<file path="config.mk">
export PLATFORM = sky130hd
export DESIGN_NAME = uart_modem_ctl
export DESIGN_NICKNAME = d
export VERILOG_FILES = /design/src/rtl/uart_modem_pkg.sv /design/src/rtl/uart_modem_regs.sv /design/src/rtl/uart_modem_path.sv /design/src/rtl/uart_modem_ctl.sv
export SDC_FILE = /design/constraint.sdc
export NUM_CORES = 1
export LEC_CHECK = 0
export ABC_AREA = 1
export BUFFER_PORTS_ARGS = -buffer_cell sky130_fd_sc_hd__buf_2
export CAP_MARGIN = 20
export CORE_MARGIN = 8
export CORE_UTILIZATION = 35
export DETAILED_ROUTE_END_ITERATION = 12
export PLACE_DENSITY = 0.84
export SLEW_MARGIN = 20
export SYNTH_ARGS = -nofsm -noshare
export SYNTH_HDL_FRONTEND = slang
export SYNTH_HIERARCHICAL = 1
export SYNTH_SLANG_ARGS = --single-unit
</file>
<file path="constraint.sdc">
create_clock -name clk -period 0.9 [get_ports clk]
set_input_delay 0.09 -clock clk [delete_from_list [all_inputs] [get_ports clk]]
set_output_delay 0.09 -clock clk [all_outputs]
set_load 0.005 [all_outputs]
</file>
<file path="src/rtl/uart_modem_pkg.sv">
package uart_modem_pkg;

  typedef struct packed {
    logic loop;
    logic out2;
    logic out1;
    logic rts;
    logic dtr;
  } mcrT;

  typedef struct packed {
    logic mcrWr;
    logic stsRd;
  } strobeT;

  localparam int MCR_W    = 5;
  localparam int MODEM_N  = 4;
  localparam int ADDR_MCR = 0;
  localparam int ADDR_MSR = 1;
  localparam int RI_IDX   = 2;

endpackage

</file>
<file path="src/rtl/uart_modem_regs.sv">
module uart_modem_regs
  import uart_modem_pkg::*;
#(
  parameter int DATA_W = 32,
  parameter int ADDR_W = 2
) (
  input  logic              clk,
  input  logic              rstN,
  input  logic              regWr,
  input  logic              regRd,
  input  logic [ADDR_W-1:0] regAddr,
  input  logic [DATA_W-1:0] regWdata,
  input  logic [2*MODEM_N-1:0] msrVal,
  output logic [DATA_W-1:0] regRdata,
  output mcrT               mcr,
  output strobeT            stb
);

  localparam int MSR_W = 2 * MODEM_N;

  logic wdataUnused;
  assign wdataUnused = ^regWdata[DATA_W-1:MCR_W];

  // decode register accesses into strobes for the datapath
  always_comb begin
    stb.mcrWr = regWr && (regAddr == ADDR_W'(ADDR_MCR));
    stb.stsRd = regRd && (regAddr == ADDR_W'(ADDR_MSR));
  end

  // control register; reserved bits are not stored
  always_ff @(posedge clk or negedge rstN) begin
    if (!rstN) begin
      mcr <= '0;
    end else if (stb.mcrWr) begin
      mcr <= mcrT'(regWdata[MCR_W-1:0]);
    end
  end

  always_comb begin
    regRdata = '0;
    if (regAddr == ADDR_W'(ADDR_MCR)) begin
      regRdata[MCR_W-1:0] = mcr;
    end else if (regAddr == ADDR_W'(ADDR_MSR)) begin
      regRdata[MSR_W-1:0] = msrVal;
    end
  end

endmodule

</file>
<file path="src/rtl/uart_modem_path.sv">
module uart_modem_path
  import uart_modem_pkg::*;
#(
  parameter int SYNC_STAGES = 2
) (
  input  logic               clk,
  input  logic               rstN,
  input  mcrT                mcr,
  input  strobeT             stb,
  input  logic [MODEM_N-1:0] modemPinN,
  input  logic               coreTx,
  input  logic               rxPin,
  input  logic               coreIrq,
  output logic               coreRx,
  output logic               txPin,
  output logic               rtsPinN,
  output logic               dtrPinN,
  output logic               irqOut,
  output logic               modemIrq,
  output logic [2*MODEM_N-1:0] msrVal
);

  // modem vector order: 0 cts, 1 dsr, 2 ri, 3 dcd
  logic [MODEM_N-1:0] syncQ [SYNC_STAGES];
  logic [MODEM_N-1:0] pinSts;
  logic [MODEM_N-1:0] loopSts;
  logic [MODEM_N-1:0] curSts;
  logic [MODEM_N-1:0] prevSts;
  logic [MODEM_N-1:0] setDelta;
  logic [MODEM_N-1:0] deltaQ;

  for (genvar g = 0; g < SYNC_STAGES; g++) begin : g_sync
    always_ff @(posedge clk or negedge rstN) begin
      if (!rstN) begin
        syncQ[g] <= '1;
      end else if (g == 0) begin
        syncQ[g] <= modemPinN;
      end else begin
        syncQ[g] <= syncQ[(g == 0) ? 0 : g-1];
      end
    end
  end

  assign pinSts  = ~syncQ[SYNC_STAGES-1];
  assign loopSts = {mcr.out2, mcr.out1, mcr.dtr, mcr.rts};
  assign curSts  = mcr.loop ? loopSts : pinSts;

  for (genvar i = 0; i < MODEM_N; i++) begin : g_delta
    if (i == RI_IDX) begin : g_trail
      assign setDelta[i] = prevSts[i] & ~curSts[i];
    end else begin : g_any
      assign setDelta[i] = prevSts[i] ^ curSts[i];
    end

    always_ff @(posedge clk or negedge rstN) begin
      if (!rstN) begin
        deltaQ[i] <= 1'b0;
      end else begin
        deltaQ[i] <= (deltaQ[i] & ~stb.stsRd) | setDelta[i];
      end
    end
  end

  always_ff @(posedge clk or negedge rstN) begin
    if (!rstN) begin
      prevSts <= '0;
    end else begin
      prevSts <= curSts;
    end
  end

  assign msrVal   = {curSts, deltaQ};
  assign modemIrq = |deltaQ;

  // pin and core routing
  assign txPin   = mcr.loop ? 1'b1 : coreTx;
  assign coreRx  = mcr.loop ? coreTx : rxPin;
  assign rtsPinN = mcr.loop ? 1'b1 : ~mcr.rts;
  assign dtrPinN = mcr.loop ? 1'b1 : ~mcr.dtr;
  assign irqOut  = coreIrq & (mcr.loop | mcr.out2);

endmodule

</file>
<file path="src/rtl/uart_modem_ctl.sv">
module uart_modem_ctl
  import uart_modem_pkg::*;
#(
  parameter int DATA_W      = 32,
  parameter int ADDR_W      = 2,
  parameter int SYNC_STAGES = 2
) (
  input  logic              clk,
  input  logic              rstN,
  input  logic              regWr,
  input  logic              regRd,
  input  logic [ADDR_W-1:0] regAddr,
  input  logic [DATA_W-1:0] regWdata,
  output logic [DATA_W-1:0] regRdata,
  input  logic              coreTx,
  output logic              coreRx,
  input  logic              coreIrq,
  output logic              irqOut,
  output logic              modemIrq,
  output logic              txPin,
  input  logic              rxPin,
  input  logic              ctsPinN,
  input  logic              dsrPinN,
  input  logic              dcdPinN,
  input  logic              riPinN,
  output logic              rtsPinN,
  output logic              dtrPinN
);

  mcrT                 mcrQ;
  strobeT              stb;
  logic [2*MODEM_N-1:0] msrVal;

  uart_modem_regs #(.DATA_W(DATA_W), .ADDR_W(ADDR_W)) regs_i (
    .clk      (clk),
    .rstN     (rstN),
    .regWr    (regWr),
    .regRd    (regRd),
    .regAddr  (regAddr),
    .regWdata (regWdata),
    .msrVal   (msrVal),
    .regRdata (regRdata),
    .mcr      (mcrQ),
    .stb      (stb)
  );

  uart_modem_path #(.SYNC_STAGES(SYNC_STAGES)) path_i (
    .clk       (clk),
    .rstN      (rstN),
    .mcr       (mcrQ),
    .stb       (stb),
    .modemPinN ({dcdPinN, riPinN, dsrPinN, ctsPinN}),
    .coreTx    (coreTx),
    .rxPin     (rxPin),
    .coreIrq   (coreIrq),
    .coreRx    (coreRx),
    .txPin     (txPin),
    .rtsPinN   (rtsPinN),
    .dtrPinN   (dtrPinN),
    .irqOut    (irqOut),
    .modemIrq  (modemIrq),
    .msrVal    (msrVal)
  );

endmodule

</file>
==> PnR_summary.wiki <==
{| class="wikitable"
! Metric !! Value
|-
| Outcome || finished, violations left
|-
| Violations in the final reports || negative setup slack
|-
| Avg Vias per Cell || 4.13
|-
| Worst path required time || 0.81 ns
|-
| Pwr/cell area || 1530 nW/um^2
|-
| Clk_skew || 0.00320 ns
|-
| Reg power frac || 49.5%
|-
| I/O pin cnt || 83
|-
| Clock latency reported for the late side of the worst-skew pair || 0.29 ns
|-
| Maximum level of the CTS H-tree || 1
|-
| Share of cells above drive strength 1 || 45.7%
|-
| Area overhead of the layout relative to synthesis || 34.4%
|-
| Standard cell area after detailed placement || 1370 um^2
|-
| Overall power of the completed layout || 2400 uW
|-
| Synthesized area per cell || 8.21 um^2
|-
| Count of buffer and inverter cells on the critical path || 2
|-
| Hold Slack || 0.0242 ns
|-
| Number of maximum-capacitance constraint violations || 0
|-
| Total number of placement rows || 21
|-
| Critical path's largest stage delay || 0.47 ns
|-
| Pin count of the biggest net entering global routing || 22
|-
| Number of synthesis warnings || 6
|-
| Cell type with the highest occurrence count on the critical path || nand2_4
|-
| Worst path cell trace || buf_6, nand2_4, nand2_4, nand3_2, nand2_1, buf_2
|-
| Minimum setup slack in the final design || -0.441 ns
|-
| CP Class || flop to output pin
|-
| Leakage || 0.000863 uW
|-
| Hold/Removal Path Class || input pin to flop
|-
| Overall die width || 73.7 um
|-
| Maximum clock frequency || 746 MHz
|-
| Final setup violating endpoints || 20
|-
| Cell type of the slowest stage on the worst timing path || dfrtp_2
|-
| Drc violations || 0
|-
| Final hold violation count || 0
|-
| Wire length after detailed routing || 2870 um
|-
| Critical path's top delay family || flip-flops
|-
| Global-route wire length before repair || 4200 um
|-
| CTS clk-pin slew, worst paths || 0.11 ns
|-
| Via count of the first global-routing pass || 965
|-
| Cell Area, Synth || 1170 um^2
|-
| Number of buffers inserted by port buffering || 31
|-
| Fraction of the cycle the final worst path needs || 149%
|-
| Maximum fanout along the worst path || 7
|-
| Detailed-placement wirelength estimate || 2090 um
|-
| Number of pins exceeding their max-slew limit in the final report || 0
|-
| Final worst path period need || 1.34 ns
|-
| Kind of capture point of the worst setup path || output pin
|-
| Number of vias after detailed routing || 1011
|-
| Filler cell count in the final layout || 333
|-
| TritonCTS buffer count || 3
|-
| Combinational cell fraction of total power || 32.3%
|-
| Number of antenna violations at the first check in global routing || 0
|-
| Sw Ratio || 32.1%
|-
| Overall die area || 5430 um^2
|-
| Cell chosen for the clock root || clkbuf_4
|-
| Cell internal power dissipation || 1630 uW
|-
| Clock tree from TritonCTS || yes
|-
| DRT antenna net count || 0
|-
| Gpl congestion || 0.837
|-
| Net switching power figure || 772 uW
|-
| Core area || 3260 um^2
|-
| Die outline height || 73.7 um
|-
| Number of optimization iterations in the first detailed-route pass || 4
|-
| Unrepaired setup endpoints after global routing || yes
|-
| Worst setup slack for register-to-register paths || -0.12 ns
|-
| Gate count after technology mapping || 142
|-
| Ant diodes || 0
|-
| Wirelength per Cell || 11.7 um
|-
| Net count, final || 245
|-
| Leftover overflow at the end of global routing || 0
|-
| TritonCTS Sinks || 21
|-
| Final standard cell area without fillers || 1570 um^2
|-
| Initial DRC count || 16
|-
| Critical path launch point type || flop
|-
| Worst ir drop on vdd || 848 uV
|-
| Starting Density || 35.8%
|-
| Buffers from clock root to sink, at most || 2
|-
| Endpoint arrival time on the critical path || 1.25 ns
|-
| Clock network power share || 18.1%
|-
| Total global-route track usage || 9.85%
|-
| Finished Core Util || 48.1%
|}
[flip-flops by register name, summed over array words and instances (netlist names)]
register,count
path_i/prevSts,4
path_i/msrVal,4
path_i/syncQ,8
regs_i/mcr,5
[worst paths after layout]
| path | from | to | depth (start not counted) |
|---|---|---|---|
| setup / recovery | regs_i/mcr[4] | regRdata[4] | 6 |
| hold / removal | regWdata[2] | regs_i/mcr[2] | 3 |
| setup reg to reg | regs_i/mcr[4] | path_i/msrVal[3] | 5 |
| hold reg to reg | path_i/syncQ[6] | path_i/syncQ[2] | 0 |
| max in group asynchronous | rstN | path_i/syncQ[3] | 2 |
| min in group asynchronous | rstN | regs_i/mcr[1] | 2 |
[through the flow]
stage / instances / setup slack, ns / setup TNS, ns
after CTS: 243 / -0.460 / -5.19
after floorplan: 165 / -0.00844 / -0.0223
after detailed placement: 230 / -0.140 / -0.930
after global placement: 230 / -0.118 / -0.722
after global routing: 245 / -0.527 / -6.31
final: 245 / -0.441 / -5.00
[repair_timing]
| item | in CTS | in global routing |
|---|---|---|
| resized for setup | 13 | 15 |
| setup buffers | 4 | 4 |
| setup endpoints to repair | 18 | 20 |
| hold endpoints to repair | 17 | 0 |
| pin swaps | 9 | 5 |
| hold buffers | 5 | 0 |
[power by group through the flow]
stage	clock network (uW)	registers (uW)	logic (uW)
floorplan	0	1160	410
global route	498	1210	867
CTS	454	1180	702
finish	436	1190	776
global placement	0	1180	591
detailed placement	0	1190	605
[metal layers]
metal  GRT usage, %  part of all wire (%)  up-vias
met3           1.36                   5.7        2
met2           18.0                    55       45
met1           10.6                    38      465
li1               -                     -      499
met5              0                     0        -
met4           5.10                   1.3        0
[tightest hold or removal path: stages]
cell     delay [ns]
buf_2          0.08
nand3_1        0.06
nand2_1        0.06
[cell type report]
| type | instances | area [um^2] | share of cell area (%) |
|---|---|---|---|
| clock buffer | 3 | 22.5 | 1.44 |
| inverter | 14 | 57.6 | 3.67 |
| sequential | 21 | 539 | 34.4 |
| tap | 46 | 57.6 | 3.67 |
| timing repair buffer | 56 | 377 | 24.0 |
| clock inverter | 1 | 5.00 | 0.319 |
| multi-input combinational | 104 | 509 | 32.5 |
[layout by cell type, fill, tap and decap left out]
master         count
nand2_2           11
nand2_1           38
clkinv_4           1
dfrtp_2            3
buf_4             16
inv_1             10
clkinv_2           1
dfstp_2            8
conb_1            24
clkbuf_4           3
buf_2             30
o21a_1             1
nand2_4            2
inv_2              3
buf_6              5
dfrtp_1           10
nor2_2             1
nand3_1           10
dlygate4sd3_1      5
nand3b_1           3
nand3_2            7
nor2_1             6
or2_1              1
(Power assumes the default switching activity.)
